<file path="src/rtl/rtc_pkg.sv">
package rtc_pkg;

  typedef struct packed {
    logic [6:0] sec;
    logic [6:0] min;
    logic [5:0] hour;
    logic [2:0] dow;
    logic [5:0] date;
    logic [4:0] month;
    logic [7:0] year;
  } rtc_time_t;

  typedef enum logic [2:0] {
    OFS_CTRL  = 3'd0,
    OFS_SEC   = 3'd1,
    OFS_MIN   = 3'd2,
    OFS_HOUR  = 3'd3,
    OFS_DOW   = 3'd4,
    OFS_DATE  = 3'd5,
    OFS_MONTH = 3'd6,
    OFS_YEAR  = 3'd7
  } rtc_ofs_e;

  localparam int unsigned CTL_HOLD_BIT   = 7;
  localparam int unsigned CTL_FREEZE_BIT = 6;

  // Increment a two-digit packed BCD value (no wrap at 99 here).
  function automatic logic [7:0] bcd_inc(input logic [7:0] v);
    logic [7:0] r;
    if (v[3:0] >= 4'd9) begin
      r = {v[7:4] + 4'd1, 4'd0};
    end else begin
      r = {v[7:4], v[3:0] + 4'd1};
    end
    return r;
  endfunction

endpackage

</file>
<file path="src/rtl/rtc_month_len.sv">
module rtc_month_len
  import rtc_pkg::*;
(
  input  logic [4:0] month_i,
  input  logic [7:0] year_i,
  output logic [5:0] last_day_o
);

  logic [1:0] mod4;
  logic       leap;

  // (10*t + u) mod 4 == (2*t + u) mod 4
  always_comb begin
    mod4 = {year_i[4], 1'b0} + year_i[1:0];
    leap = (mod4 == 2'd0);
  end

  always_comb begin
    unique case (month_i)
      5'h02:                       last_day_o = leap ? 6'h29 : 6'h28;
      5'h04, 5'h06, 5'h09, 5'h11:  last_day_o = 6'h30;
      default:                     last_day_o = 6'h31;
    endcase
  end

endmodule

</file>
<file path="src/rtl/rtc_time_step.sv">
module rtc_time_step
  import rtc_pkg::*;
(
  input  rtc_time_t cur_i,
  output rtc_time_t nxt_o
);

  logic [5:0] last_day;
  logic       sec_wrap, min_wrap, hour_wrap, date_wrap, month_wrap;
  logic       c_min, c_hour, c_day, c_month, c_year;
  logic [7:0] sec_inc, min_inc, hour_inc, date_inc, month_inc, year_inc;

  rtc_month_len u_len (
    .month_i    (cur_i.month),
    .year_i     (cur_i.year),
    .last_day_o (last_day)
  );

  always_comb begin
    sec_inc   = bcd_inc({1'b0, cur_i.sec});
    min_inc   = bcd_inc({1'b0, cur_i.min});
    hour_inc  = bcd_inc({2'b0, cur_i.hour});
    date_inc  = bcd_inc({2'b0, cur_i.date});
    month_inc = bcd_inc({3'b0, cur_i.month});
    year_inc  = bcd_inc(cur_i.year);

    sec_wrap   = (cur_i.sec   >= 7'h59);
    min_wrap   = (cur_i.min   >= 7'h59);
    hour_wrap  = (cur_i.hour  >= 6'h23);
    date_wrap  = (cur_i.date  >= last_day);
    month_wrap = (cur_i.month >= 5'h12);

    c_min   = sec_wrap;
    c_hour  = c_min  & min_wrap;
    c_day   = c_hour & hour_wrap;
    c_month = c_day  & date_wrap;
    c_year  = c_month & month_wrap;
  end

  always_comb begin
    nxt_o = cur_i;
    nxt_o.sec = sec_wrap ? 7'h00 : sec_inc[6:0];
    if (c_min) begin
      nxt_o.min = min_wrap ? 7'h00 : min_inc[6:0];
    end
    if (c_hour) begin
      nxt_o.hour = hour_wrap ? 6'h00 : hour_inc[5:0];
    end
    if (c_day) begin
      nxt_o.date = date_wrap ? 6'h01 : date_inc[5:0];
      nxt_o.dow  = (cur_i.dow >= 3'd7) ? 3'd1 : cur_i.dow + 3'd1;
    end
    if (c_month) begin
      nxt_o.month = month_wrap ? 5'h01 : month_inc[4:0];
    end
    if (c_year) begin
      nxt_o.year = (cur_i.year >= 8'h99) ? 8'h00 : year_inc;
    end
  end

endmodule

</file>
<file path="src/rtl/rtc_read_mux.sv">
module rtc_read_mux
  import rtc_pkg::*;
(
  input  logic [2:0] ofs_i,
  input  rtc_time_t  view_i,
  input  logic       stop_i,
  input  logic       ftest_i,
  input  logic [7:0] ctl_i,
  output logic [7:0] byte_o
);

  always_comb begin
    unique case (rtc_ofs_e'(ofs_i))
      OFS_CTRL:  byte_o = ctl_i;
      OFS_SEC:   byte_o = {stop_i, view_i.sec};
      OFS_MIN:   byte_o = {1'b0, view_i.min};
      OFS_HOUR:  byte_o = {2'b0, view_i.hour};
      OFS_DOW:   byte_o = {1'b0, ftest_i, 3'b0, view_i.dow};
      OFS_DATE:  byte_o = {2'b0, view_i.date};
      OFS_MONTH: byte_o = {3'b0, view_i.month};
      OFS_YEAR:  byte_o = view_i.year;
      default:   byte_o = 8'h00;
    endcase
  end

endmodule

</file>
<file path="src/rtl/bcd_calendar_rtc.sv">
module bcd_calendar_rtc
  import rtc_pkg::*;
#(
  parameter int unsigned ADDR_W = 13
) (
  input  logic              clk_i,
  input  logic              rst_ni,
  input  logic              tick_i,
  input  logic              sel_i,
  input  logic              we_i,
  input  logic [ADDR_W-1:0] addr_i,
  input  logic [7:0]        wdata_i,
  output logic [7:0]        rdata_o
);

  localparam int unsigned OFS_W = 3;
  localparam int unsigned HI_W  = ADDR_W - OFS_W;

  // Reset synchronizer: asserts asynchronously, releases on the clock.
  logic rst_meta_q, rst_n_q;
  always_ff @(posedge clk_i or negedge rst_ni) begin
    if (!rst_ni) begin
      rst_meta_q <= 1'b0;
      rst_n_q    <= 1'b0;
    end else begin
      rst_meta_q <= 1'b1;
      rst_n_q    <= rst_meta_q;
    end
  end

  rtc_time_t  time_q, time_d, time_adv;
  rtc_time_t  snap_q, snap_d, view;
  logic       stop_q, stop_d;
  logic       ftest_q, ftest_d;
  logic [7:0] ctl_q, ctl_d;
  logic [7:0] rdata_q, rdata_d;
  logic [7:0] rd_byte;

  logic [OFS_W-1:0] ofs;
  logic [HI_W-1:0]  addr_hi;
  logic             win_hit, wr_hit, rd_hit, wr_time, count_en;

  always_comb begin
    ofs      = addr_i[OFS_W-1:0];
    addr_hi  = addr_i[ADDR_W-1:OFS_W];
    win_hit  = &addr_hi;
    wr_hit   = sel_i & we_i & win_hit;
    rd_hit   = sel_i & ~we_i;
    wr_time  = wr_hit & (ofs != OFS_CTRL);
    // A load of a time register wins over a tick in the same cycle.
    count_en = tick_i & ~stop_q & ~ctl_q[CTL_HOLD_BIT] & ~wr_time;
  end

  rtc_time_step u_step (
    .cur_i (time_q),
    .nxt_o (time_adv)
  );

  // Time, stop, frequency-test and control next state
  always_comb begin
    time_d  = count_en ? time_adv : time_q;
    stop_d  = stop_q;
    ftest_d = ftest_q;
    ctl_d   = ctl_q;
    if (wr_hit) begin
      unique case (rtc_ofs_e'(ofs))
        OFS_CTRL:  ctl_d = wdata_i;
        OFS_SEC: begin
          stop_d      = wdata_i[7];
          time_d.sec  = wdata_i[6:0];
        end
        OFS_MIN:   time_d.min   = wdata_i[6:0];
        OFS_HOUR:  time_d.hour  = wdata_i[5:0];
        OFS_DOW: begin
          ftest_d    = wdata_i[6];
          time_d.dow = wdata_i[2:0];
        end
        OFS_DATE:  time_d.date  = wdata_i[5:0];
        OFS_MONTH: time_d.month = wdata_i[4:0];
        OFS_YEAR:  time_d.year  = wdata_i;
        default:   ctl_d = ctl_q;
      endcase
    end
  end

  // Snapshot tracks the live time until the freeze bit is set.
  always_comb begin
    snap_d = ctl_q[CTL_FREEZE_BIT] ? snap_q : time_q;
    view   = ctl_q[CTL_FREEZE_BIT] ? snap_q : time_q;
  end

  rtc_read_mux u_rmux (
    .ofs_i   (ofs),
    .view_i  (view),
    .stop_i  (stop_q),
    .ftest_i (ftest_q),
    .ctl_i   (ctl_q),
    .byte_o  (rd_byte)
  );

  always_comb begin
    rdata_d = rdata_q;
    if (rd_hit) begin
      rdata_d = win_hit ? rd_byte : 8'h00;
    end
  end

  always_ff @(posedge clk_i or negedge rst_n_q) begin
    if (!rst_n_q) begin
      time_q.sec   <= 7'h00;
      time_q.min   <= 7'h00;
      time_q.hour  <= 6'h00;
      time_q.dow   <= 3'd1;
      time_q.date  <= 6'h01;
      time_q.month <= 5'h01;
      time_q.year  <= 8'h00;
      snap_q       <= '0;
      stop_q       <= 1'b0;
      ftest_q      <= 1'b0;
      ctl_q        <= 8'h00;
      rdata_q      <= 8'h00;
    end else begin
      time_q  <= time_d;
      snap_q  <= snap_d;
      stop_q  <= stop_d;
      ftest_q <= ftest_d;
      ctl_q   <= ctl_d;
      rdata_q <= rdata_d;
    end
  end

  assign rdata_o = rdata_q;

endmodule

</file>
<file path="config.mk">
export PLATFORM = sky130hd
export DESIGN_NAME = bcd_calendar_rtc
export DESIGN_NICKNAME = d
export VERILOG_FILES = /design/src/rtl/rtc_pkg.sv /design/src/rtl/rtc_month_len.sv /design/src/rtl/rtc_time_step.sv /design/src/rtl/rtc_read_mux.sv /design/src/rtl/bcd_calendar_rtc.sv
export SDC_FILE = /design/constraint.sdc
export NUM_CORES = 1
export LEC_CHECK = 0
export ABC_AREA = 1
export BUFFER_PORTS_ARGS = -buffer_cell sky130_fd_sc_hd__buf_2
export CAP_MARGIN = 10
export CORE_MARGIN = 4
export CORE_UTILIZATION = 60
export CTS_CLUSTER_DIAMETER = 150
export DETAILED_ROUTE_END_ITERATION = 8
export PLACE_DENSITY = 0.89
export SKIP_LAST_GASP = 1
export SYNTH_ARGS = -nofsm -noshare
export SYNTH_HDL_FRONTEND = slang
export SYNTH_HIERARCHICAL = 1
export SYNTH_SLANG_ARGS = --single-unit
export TNS_END_PERCENT = 20
</file>
<file path="constraint.sdc">
create_clock -name clk_i -period 4.2 [get_ports clk_i]
set_clock_uncertainty 0.05 [all_clocks]
set_input_delay 0.42 -clock clk_i [delete_from_list [all_inputs] [get_ports clk_i]]
set_output_delay 0.42 -clock clk_i [all_outputs]
set_load 0.01 [all_outputs]
</file>
==> After elaboration in Yosys (flattened, before gate mapping) <==
Index checks and enable logic that the tools add are counted.
{ "totals": {"output_inout_bits": 8, "register_bits": 104, "word_cells": 114, "input_bits": 26} }
{ "classes": {"n_addsub": 14, "mux": 32, "n_eq_ne": 12, "order_cmp": 13, "reduce_logical": 8, "bitwise": 15} }
{ "op_table": {"columns": ["operator", "count"], "rows": [
  ["$mux 42", 3],
  ["$pmux 8 s8", 1],
  ["$mux 7", 7],
  ["$mux 6", 7],
  ["$mux 8", 5],
  ["$add 4x1->4 const B", 7],
  ["$ge 4x4->1 const B", 6],
  ["$mux 5", 4],
  ["$ge 7x7->1 const B", 2],
  ["$eq 3x3->1 const B", 4],
  ["$and 1x1->1", 11],
  ["$eq 5x3->1 const B", 2],
  ["$pmux 5 s2", 1],
  ["$reduce_and 10->1", 1],
  ["$add 3x1->3 const B", 3],
  ["$mux 9", 1],
  ["$ge 8x8->1 const B", 1],
  ["$eq 3x2->1 const B", 2],
  ["$ge 6x6->1", 1],
  ["$ge 6x6->1 const B", 1],
  ["$mux 3", 2],
  ["$reduce_and 2->1", 3],
  ["$eq 5x2->1 const B", 1],
  ["$eq 5x4->1 const B", 1],
  ["other kinds (13)", 17]
]} }

==> Depth between registers and ports, before layout <==
Gate-level depths: netlist of the first run.
{ "depth": {"ltp_word": 11, "ltp_mapped": 21, "mapped_depth_nobuf": 20} }

==> Cells and area by module <==
The synthesis of the first run kept the hierarchy.
{ "modules_own_cells": {"columns": ["module", "area_per_inst_um2", "n_inst", "seq_area_each_um2", "cells_each"], "rows": [
  ["bcd_calendar_rtc", 4680.7, 1, 2606.2, 557],
  ["rtc_time_step", 1780.5, 1, 0.0, 319],
  ["rtc_read_mux", 553.0, 1, 0.0, 114],
  ["rtc_month_len", 125.1, 1, 0.0, 27]
]} }

==> Worst setup path after synthesis of the first run <==
OpenSTA, ideal clock, no wires.
{ "synth_path": {"path_kind": "register to register", "start": "register time_q[8] (netlist bit)", "end": "register time_q[4] (netlist bit)", "path_stages_with_launch": 20, "period_less_slack_ns": 2.310, "arrival_time_ns": 2.133, "setup_time_ns": 0.128, "path_buffers": 1, "t_required_ns": 4.022, "slack_ns": 1.890, "path_cell_list": "dfstp_2 nand2_1 nor2_1 nand2_1 nand2_1 nor2_1 ha_1 o21ai_0 nand2_1 nand2_1 nand2_1 inv_2 nor2_4 buf_6 nand3_1 nand2_1 inv_1 nand3_1 nand3_1 o21ai_0"} }
{ "synth_rtl": {"columns": ["element", "line_no", "text"], "rows": [
  ["from (decl)", "bcd_calendar_rtc.sv:31", "rtc_time_t time_q, time_d, time_adv;"],
  ["from (signal assigned)", "bcd_calendar_rtc.sv:123", "time_q <= time_d;"]
]} }

==> results of run 1 <==
[repair_timing]
action	in CTS	in global routing
endpoints found under the setup margin	0	0
hold buffers	1	0
endpoints found under the hold margin	2	0
[metal layers]
| metal | global-route usage [%] | vias up | routed length, um |
|---|---|---|---|
| li1 | - | 3245 | - |
| met1 | 34.9 | 3019 | 7330 |
| met2 | 42.1 | 235 | 7910 |
| met3 | 4.83 | 27 | 1180 |
| met4 | 7.49 | 0 | 348 |
| met5 | 0 | - | 0 |
[power by group]
| group | internal [mW] | switching [mW] |
|---|---|---|
| Sequential | 1.34 | 0.319 |
| Combinational | 0.686 | 1.23 |
| Clock | 0.538 | 0.356 |
| Total | 2.56 | 1.91 |
[worst min-delay path by stage]
stage          startpoint          to  slack [ns]  depth (start not counted)
6_report       wdata_i[0]  time_q[19]        0.25                          3
3_3_place_gp       rst_ni  rst_meta_q        0.16                          1
2_1_floorplan      rst_ni  rst_meta_q        0.07                          0
4_1_cts        wdata_i[0]  time_q[19]        0.25                          3
3_5_place_dp       rst_ni  rst_meta_q        0.16                          1
5_1_grt        wdata_i[4]  time_q[12]        0.26                          3
[worst max-delay path, delay by kind of cell, from the launching register on]
kind                       cells  cell delay (ns)
and+or+nand+nor               10             1.15
DFF                            1             0.51
buffers and inverters          5             0.38
adders and majority gates      1             0.28
AOI/OAI and AO/OA              2             0.22
[synthesized netlist by cell type (5+ instances only)]
cell / instances / area [sq um]
xor2_1: 7 / 61.3
nand2_1: 250 / 938
buf_6: 5 / 56.3
ha_1: 35 / 438
buf_4: 5 / 37.5
o21ai_1: 26 / 130
mux2_2: 5 / 56.3
clkbuf_1: 14 / 52.6
nand4_1: 31 / 194
a21oi_1: 10 / 50.1
nand3_1: 124 / 621
nor2_1: 74 / 278
nand2_2: 6 / 37.5
o21ai_0: 95 / 475
inv_1: 157 / 589
buf_2: 18 / 90.1
inv_2: 8 / 30.0
dfrtp_1: 101 / 2530
[cell usage in the layout (no fill, tap or decap), types with 3 or more instances in the layout]
cell / netlist / final
o21ai_1: 26 / 26
nand2_2: 6 / 6
dfstp_2: 3 / 3
a21oi_1: 10 / 10
inv_2: 8 / 8
buf_4: 5 / 3
nor2_1: 74 / 74
xor2_1: 7 / 7
clkbuf_16: 0 / 9
nor2_2: 4 / 4
nand3_4: 4 / 4
nand3_1: 124 / 124
buf_2: 18 / 33
mux2_2: 5 / 5
inv_1: 157 / 157
nor2_8: 3 / 3
dfrtp_1: 101 / 99
nand2_1: 250 / 250
conb_1: 3 / 4
nand4_1: 31 / 31
ha_1: 35 / 35
xnor2_1: 4 / 4
o21ai_0: 95 / 95
[final cells by class]
type	count	area, sq um
multi-input cells	704	3670
fillers	941	3910
well taps	143	179
flip-flops and latches	104	2610
repair buffers	37	198
clock buffers	11	243
clock inverters	5	80.1
inverters	165	619
[registers in the layout, summed over array words and instances, names as in the netlist]
name / count
ftest_q: 1
stop_q: 1
time_q: 42
rst_n_q: 1
ctl_q: 8
snap_q: 42
rdata_o: 8
rst_meta_q: 1
[logic make-up (layout without fill, tap and decap cells)]
group           count (synthesis)  after routing  synth area share (%)
compound gates                140            140                  10.1
other cells                     3              4                 0.158
fa+ha+maj                      35             35                  6.13
buf+inv                       210            218                  12.1
simple gates                  509            509                  32.8
mux                             5              5                 0.789
flops                         104            104                  36.5
xor+xnor                       11             11                  1.35
==> results by group, run 1 <==
Status
  • Status: complete, no violations

Global route
  • First-pass GRT wire length: 27900 um
  • Number of antenna violations at the first check in global routing: 0
  • GRT Total Usage: between 20% and 30%
  • Total gr overflow: 0
  • Largest net degree at the start of global routing: 69
  • Vias in the first global route: 5795

Detailed routing
  • Vias per cell: between 5 and 6
  • Routed via count: approximately 6500
  • Remaining DRCs: 0
  • 1st-pass router iterations: 7
  • Post-Route WL: roughly 17000 um
  • WL/cell: approximately 14 um
  • Routed Antenna Nets: 0
  • 1st-iter DRT viols: 651

Die
  • Starting Density: between 60 and 70%
  • Placeable Area: about 12000 sq um
  • DIE AREA: roughly 14000 sq um
  • Die Width: ~120 um
  • Core Rows: 39
  • Num ports: 34
  • Die height: 117 um

STA
  • Pins over their slew limit: 0
  • Final WS setup: 1.53 ns
  • Max frequency: 0.374 GHz
  • Final setup violation count: 0
  • Fin crit share: around 64%
  • Final Hold Violating Endpoints: 0
  • Tmin final: 2.67 ns
  • Max_slew headroom: between 40% and 50%
  • Setup TNS: 0 ns
  • Worst slew pin tran: 0.852 ns
  • Min Hold Slack: between 0.2 and 0.25 ns
  • RSZ-0062 raised after global routing: no

Power and ir drop
  • VDD IR max: between 0.0003 and 0.0004 V
  • PwrDens: about 590 nW/um^2
  • Leakage: between 4 and 5 nW
  • Total chip power: about 4.5 mW

Synthesis
  • Number of enable flip-flop cells after synthesis: 0
  • Register area share after synthesis: roughly 37%
  • Post-synthesis async set-or-reset flop share: between 90% and 100%
  • Synth warn: 6
  • Mapped Area: slightly above 7000 sq um
  • Synth cell types: 42
  • Post-Syn Area per Cell: 7.02 sq um
  • Synthesized instance count: about 1000
  • Top_reg_cell synth: dfrtp_1
  • #FFs+latches synth: roughly 100

Clocking
  • CTS Sinks: around 100
  • Clock Path Buffers: 2
  • Post-CTS sizing: 0
  • Clock transition at the registers of the reported paths: approximately 0.070 ns
  • Clock root cell: clkbuf_16
  • Worst-Skew Late Latency: 0.34 ns
  • CTS tree: built
  • Post-CTS Setup Bufs: 0
  • H-tree depth: 3
  • CTS buffer count: 9

Worst setup path
  • Reg2reg path depth: 18
  • Worst r2r dst: time_q[5]
  • Startpoint Class: flip-flop
  • Crit-path most repeated cell: inv_1
  • Worst reg2reg setup slack: 1.53 ns
  • Crit-path max FO: 15
  • Kind of end point of the critical path: flip-flop
  • Crit path launch: time_q[9]
  • Reg2Reg Launch Point: time_q[9]
  • Worst Setup EP: time_q[5]
  • CP max stage delay: slightly above 0.5 ns
  • Slowest CP cell: dfrtp_1
  • Worst EP arrival: around 2.9 ns
  • Crit path cell chain: inv_1 > nor2_2 > nand3_2 > inv_1 > inv_1 > ha_1 > nand2_1 > a21oi_1 > nor2_1 > nand2_1 > inv_2 > nor2_4 > nand3_1 > nand2_1 > inv_1 > nand3_1 > nand3_1 > o21ai_0
  • Critical setup path kind: flip-flop to flip-flop
  • WP data required: about 4.4 ns

Flow run
  • Max-Cap Viols: 0

Placement
  • DP Worst Slack: about 1.4 ns
  • DP HPWL: between 10000 and 15000 um
  • Port buffer count: 33
  • Placed insts: about 1200
  • GPL Wtd Cong: ~1.0
  • Placed Area: just over 7000 sq um

Finish
  • Final non-filler cell total: between 1000 and 1500
  • Design Area, Final: 7600 sq um
  • N_diodes: 0
  • Final core occ: roughly two thirds
  • Syn-to-layout area delta: 6.52%
  • Share of layout cells above drive strength 1: 9.55%
  • NumNets Final: approximately 1100

Min path
  • Class of the worst hold path: input pin to flip-flop
(Power assumes the default switching activity.)
==> run 2: changes to the inputs <==
--- a/config.mk
+++ b/config.mk
@@ -5,7 +5,7 @@
 export SDC_FILE = /design/constraint.sdc
 export NUM_CORES = 1
 export LEC_CHECK = 0
-export ABC_AREA = 1
+export ABC_AREA = 0
 export BUFFER_PORTS_ARGS = -buffer_cell sky130_fd_sc_hd__buf_2
 export CAP_MARGIN = 10
 export CORE_MARGIN = 4
==> constraint.sdc (replaced) <==
create_clock -name clk_i -period 2.7 [get_ports clk_i]
set_clock_uncertainty 0.05 [all_clocks]
set_input_delay 0.27 -clock clk_i [delete_from_list [all_inputs] [get_ports clk_i]]
set_output_delay 0.27 -clock clk_i [all_outputs]
set_load 0.01 [all_outputs]
==> results by group, run 2 <==
Status
  • Status: complete, but fails checks
  • Failing checks: negative setup slack

Clocking
  • H-tree depth: 3
  • Worst-Skew Late Latency: ~0.36 ns
  • Clock Path Buffers: 2
  • CTS buffer count: 9
  • Clock transition at the registers of the reported paths: 0.08 ns
  • Clock root cell: clkbuf_16
  • CTS Sinks: about 100
  • CTS tree: built

Finish
  • Share of layout cells above drive strength 1: 24.7%
  • Most frequent cells in the layout: dfrtp_1, o21ai_0, mux2_2, buf_4, nand3_1
  • Regs by FF count: snap_q: 42 flops, time_q: 42 flops
  • Fill cells: between 800 and 900
  • NumNets Final: around 800
  • Area of the multi-input gates: 3860 sq um
  • N_diodes: 0
  • Most common cell after layout, fill and taps aside: dfrtp_1
  • Syn-to-layout area delta: 12.2%
  • Final core occ: about 70%
  • FF/Latch Area: around 2600 sq um

Synthesis
  • Synth warn: 6
  • Synth cell types: 71
  • Synthesized instance count: a little under 700
  • Top cells by count, synth: dfrtp_1, o21ai_0, mux2_2
  • Mapped Area: a little under 7000 sq um
  • Post-Syn Area per Cell: roughly 10 sq um
  • Number of enable flip-flop cells after synthesis: 0
  • Top_reg_cell synth: dfrtp_1
  • Cell taking the most area after synthesis: dfrtp_1
  • Synth top area cells: dfrtp_1, mux2_2, ha_1, o21ai_0, mux2_4
  • Register area share after synthesis: about two fifths
  • Post-synthesis async set-or-reset flop share: 100%
  • #FFs+latches synth: roughly 100
  • Count leader, synth: dfrtp_1
  • Yosys top cell area share: a little under two fifths

Worst setup path
  • Worst reg2reg setup slack: -0.16 ns
  • Kind of end point of the critical path: flip-flop
  • Worst path top cell family by delay: simple AND/OR/NAND/NOR gates
  • CP max stage delay: between 0.4 and 0.5 ns
  • Critical setup path kind: flip-flop to flip-flop
  • WP data required: between 2 and 3 ns
  • Reg2reg path depth: 12
  • Reg2Reg Launch Point: time_q[12]
  • Worst EP arrival: 3.04 ns
  • Startpoint Class: flip-flop
  • Crit-path max FO: 5
  • Worst r2r dst: time_q[4]
  • Crit path cell chain: nor3_2 > o211ai_1 > and3_1 > ha_1 > nor2b_1 > o21ai_2 > a21oi_2 > or3_4 > buf_6 > mux2_4 > a32oi_1 > a2bb2oi_1
  • WP buf/inv: 1
  • Slowest CP cell: dfrtp_1

STA
  • Fin crit share: 106%
  • Final setup violation count: 9
  • Final Hold Violating Endpoints: 0
  • Max_slew headroom: roughly 48%
  • Worst slew pin tran: roughly 0.78 ns
  • Max frequency: approximately 0.35 GHz
  • RSZ-0062 raised after global routing: yes
  • Min Hold Slack: 0.171 ns
  • Setup TNS: -0.972 ns
  • Tmin final: around 2.9 ns
  • Pins over their slew limit: 0
  • Final WS setup: -0.159 ns

Detailed routing
  • 1st-pass router iterations: 5
  • 1st-iter DRT viols: 618
  • Routed via count: 6190
  • Vias per cell: approximately 7.0
  • Post-Route WL: 19800 um
  • Remaining DRCs: 0
  • Routed Antenna Nets: 0
  • WL/cell: 22.4 um

Global route
  • Met1 Use GR: around 38%
  • Largest net degree at the start of global routing: 63
  • Most Crowded Layer GR: met2
  • Vias in the first global route: 6308
  • First-pass GRT wire length: between 30000 and 40000 um
  • Met3 Resource Use GR: under 10%
  • Total gr overflow: 0
  • Number of antenna violations at the first check in global routing: 0
  • Met2 usage: between 50% and 60%
  • GRT Total Usage: 30.9%

Power and ir drop
  • Total chip power: approximately 4 mW
  • VDD IR max: about 0.00055 V
  • PwrDens: ~530 nW/um^2
  • Leakage: ~3.5 nW

Die
  • Placeable Area: about 11000 sq um
  • Die Width: around 110 um
  • DIE AREA: 13100 sq um
  • Num ports: 34
  • Core Rows: 38
  • Starting Density: between 60% and 70%
  • Die height: 114 um

Placement
  • DP Worst Slack: -0.187 ns
  • GPL Wtd Cong: ~0.92
  • Port buffer count: 33
  • DP HPWL: about 13000 um

Flow run
  • Max-Cap Viols: 0

Min path
  • Class of the worst hold path: input pin to async pin
==> run 2: cell types whose count changed after synthesis, sizes merged, moves of 29 or more <==
cell | previous run | this run
nand2 | 258 | 33
o21ai | 121 | 63
nor2 | 83 | 33
nand3 | 130 | 39
inv | 165 | 32
nand4 | 32 | 3
mux2 | 5 | 63
==> run 2: layer usage <==
| metal | part of all wire (%) | routed length [um] |
|---|---|---|
| met4 | 5.0 | 994 |
| met5 | 0 | 0 |
| met1 | 37 | 7370 |
| met3 | 9.2 | 1830 |
| met2 | 49 | 9640 |
==> run 2: worst max-delay path by stage <==
stage | startpoint | to | slack, ns | depth (start not counted)
3_3_place_gp | time_q[12] | time_q[6] | -0.06 | 12
3_5_place_dp | time_q[12] | time_q[3] | -0.19 | 12
2_1_floorplan | time_q[12] | time_q[0] | 0.005 | 12
4_1_cts | time_q[12] | time_q[0] | -0.1 | 12
5_1_grt | time_q[12] | time_q[4] | -0.26 | 12
6_report | time_q[12] | time_q[4] | -0.16 | 12
==> run 2: cell type report <==
cell class / instances / area share, %
timing repair buffer: 83 / 7.47
clock inverter: 6 / 0.690
multi-input combinational: 511 / 50.7
tap: 140 / 2.30
clock buffer: 10 / 3.00
inverter: 32 / 1.58
sequential: 104 / 34.2
==> run 2: kinds of logic (layout without fill, tap and decap cells) <==
group                      count (synthesis)  after routing  synth area share, %
buffers and inverters                     82            131                 5.49
muxes                                     78             78                 13.9
other                                      3              4                0.166
adders and majority gates                 35             35                 6.45
and+or+nand+nor                          189            189                 14.5
DFF                                      104            104                 38.4
xor gates and xnor gates                  10             10                 1.29
AOI/OAI and AO/OA                        195            195                 19.8
==> run 2: metrics by stage <==
| step | std cells | area (sq um) |
|---|---|---|
| floorplan | 697 | 6800 |
| global placement | 867 | 7280 |
| detailed placement | 867 | 7280 |
| CTS | 885 | 7580 |
| global route | 886 | 7620 |
| finish | 886 | 7620 |
==> run 2: timing repair <==
action                     4_1_cts  5_1_grt
setup buffers                    1        0
hold buffers                     1        0
setup endpoints to repair        9       14
cloned                           0        1
gates resized for setup          2        6
hold endpoints to repair         2        0
pin swaps                        1        5
==> run 2: power breakdown <==
part / total, mW / internal [mW] / switching [mW]
logic: 0.941 / 0.403 / 0.539
registers: 1.81 / 1.70 / 0.108
clock network: 1.27 / 0.640 / 0.628
==> run 2: worst register-to-register path, delay by kind of cell, from the launching register on <==
kind / cells / cell delay [ns]
buf+inv: 1 / 0.16
simple gates: 4 / 0.85
mux: 1 / 0.30
compound gates: 5 / 0.71
fa+ha+maj: 1 / 0.27
flops: 1 / 0.42
==> run 3: changes to the inputs <==
--- a/config.mk
+++ b/config.mk
@@ -12,7 +12,7 @@
 export CORE_UTILIZATION = 60
 export CTS_CLUSTER_DIAMETER = 150
 export DETAILED_ROUTE_END_ITERATION = 8
-export PLACE_DENSITY = 0.89
+export PLACE_DENSITY_LB_ADDON = 0.2
 export SKIP_LAST_GASP = 1
 export SYNTH_ARGS = -nofsm -noshare
 export SYNTH_HDL_FRONTEND = slang
==> results by group, run 3 (synthesis gave the netlist of run 2 again) <==
Flow run
  • Max-Cap Viols: 0

Worst setup path
  • WP data required: approximately 2.9 ns
  • Startpoint Class: flip-flop
  • Reg2Reg Launch Point: time_q[36]
  • Worst EP arrival: between 2 and 3 ns
  • Crit path launch: time_q[36]
  • Critical setup path kind: flip-flop to flip-flop
  • Worst reg2reg setup slack: -0.01 ns
  • Crit-path max FO: 4
  • Worst r2r dst: time_q[4]
  • Reg2reg path depth: 10
  • Kind of end point of the critical path: flip-flop

Global route
  • Largest net degree at the start of global routing: 71
  • GRT Total Usage: between 20% and 30%
  • Number of antenna violations at the first check in global routing: 0
  • Total gr overflow: 0
  • First-pass GRT wire length: between 30000 and 40000 um
  • Vias in the first global route: approximately 5800

Placement
  • Port buffer count: 33
  • GPL Wtd Cong: 0.897
  • DP HPWL: around 13000 um

STA
  • Final Hold Violating Endpoints: 0
  • Max frequency: between 0.3 and 0.4 GHz
  • Min Hold Slack: 0.179 ns
  • Fin crit share: 100%
  • Pins over their slew limit: 0
  • Final setup violation count: 3
  • Worst slew pin tran: 0.909 ns
  • Max_slew headroom: around two fifths
  • RSZ-0062 raised after global routing: yes
  • Final WS setup: -0.0126 ns
  • Tmin final: 2.71 ns

Clocking
  • Worst-Skew Late Latency: approximately 0.36 ns
  • H-tree depth: 3
  • CTS buffer count: 9
  • CTS tree: built
  • CTS Sinks: ~100
  • Clock Path Buffers: 2
  • Clock root cell: clkbuf_16
  • Clock transition at the registers of the reported paths: around 0.08 ns

Finish
  • NumNets Final: approximately 810
  • Share of layout cells above drive strength 1: 25.5%
  • N_diodes: 0
  • Most common cell after layout, fill and taps aside: dfrtp_1
  • Most frequent cells in the layout: dfrtp_1, o21ai_0, buf_4, mux2_2, nand3_1
  • Syn-to-layout area delta: 13.4%
  • Regs by FF count: snap_q: 42 flops, time_q: 42 flops

Status
  • Failing checks: negative setup slack
  • Status: complete, but fails checks

Min path
  • Hold path cells: 2
  • Hold Path Sink: ctl_q[7]
  • Class of the worst hold path: input pin to flip-flop
  • Hold Crit Start: wdata_i[7]

Power and ir drop
  • Leakage: roughly 3.6 nW
  • VDD IR max: 0.000458 V
  • PwrDens: roughly 540 nW/um^2
  • Total chip power: between 4 and 5 mW

Die
  • Die height: roughly 110 um
  • Core Rows: 38
  • Starting Density: between 60% and 70%
  • Placeable Area: between 10000 and 15000 sq um
  • DIE AREA: 13100 sq um
  • Die Width: 114 um
  • Num ports: 34

Detailed routing
  • 1st-pass router iterations: 5
  • Vias per cell: approximately 6.7
  • Remaining DRCs: 0
  • Routed via count: 5966
  • Post-Route WL: around 19000 um
  • 1st-iter DRT viols: about 470
  • WL/cell: roughly 21 um
  • Routed Antenna Nets: 0
-- run 3: cell count changes in the layout (fill, tap and decap cells not counted), sizes merged --
cell / previous run / this run
buf: 82 / 92
bufinv: 0 / 1
clkbuf: 10 / 9
-- run 3: worst max-delay path, stage by stage (launching register included) --
cell,delay (ns)
dfrtp_1,0.38
inv_1,0.08
ha_1,0.18
and4b_2,0.29
o31ai_4,0.09
or3_4,0.41
or3_4,0.40
buf_2,0.17
mux2_4,0.30
a32oi_1,0.18
a2bb2oi_1,0.09
-- run 3: repair_timing --
action / CTS / global route
endpoints found under the setup margin: 9 / 14
hold buffers: 1 / 0
buffers inserted: 3 / 0
hold endpoints to repair: 2 / 0
pin swaps: 3 / 7
resized for setup: 2 / 4
gates cloned: 0 / 1
-- run 3: worst max path at each step --
stage | to | slack [ns] | cells after the start
after floorplan | time_q[0] | 0.005 | 12
after global placement | time_q[7] | -0.07 | 12
after detailed placement | time_q[4] | -0.17 | 12
after CTS | time_q[4] | -0.05 | 12
after global routing | time_q[7] | -0.15 | 12
final | time_q[4] | -0.01 | 10
-- run 3: final cells by class --
type / instances / area [sq um]
multi-input cells: 511 / 3850
fillers: 807 / 3230
flip-flops and latches: 104 / 2610
repair buffers: 93 / 632
clock buffers: 9 / 225
well taps: 140 / 175
inverters: 32 / 120
clock inverters: 7 / 90.1
-- run 3: per-layer routing --
layer / GRT usage, % / routed length, um / share of wire (%)
met1: 40.1 / 7950 / 42
met2: 49.0 / 9430 / 49
met3: 4.86 / 1220 / 6.4
met4: 11.1 / 519 / 2.7
met5: 0 / 0 / 0
-- run 3: where the power goes --
group,internal (mW),total [mW],switching (mW)
logic,0.413,0.944,0.531
clock network,0.739,1.38,0.641
registers,1.70,1.81,0.107
total,2.85,4.13,1.28
-- run 3: through the flow --
step,area [sq um],setup WS (ns),setup TNS (ns),utilization (%),cells
2_1_floorplan,6800,0.00514,0,-,697
3_3_place_gp,7330,-0.0685,-0.388,67.0,875
3_5_place_dp,7330,-0.169,-1.05,67.0,875
4_1_cts,7680,-0.0512,-0.282,70.2,895
5_1_grt,7700,-0.150,-1.48,70.4,896
6_report,7700,-0.0126,-0.0279,70.4,896
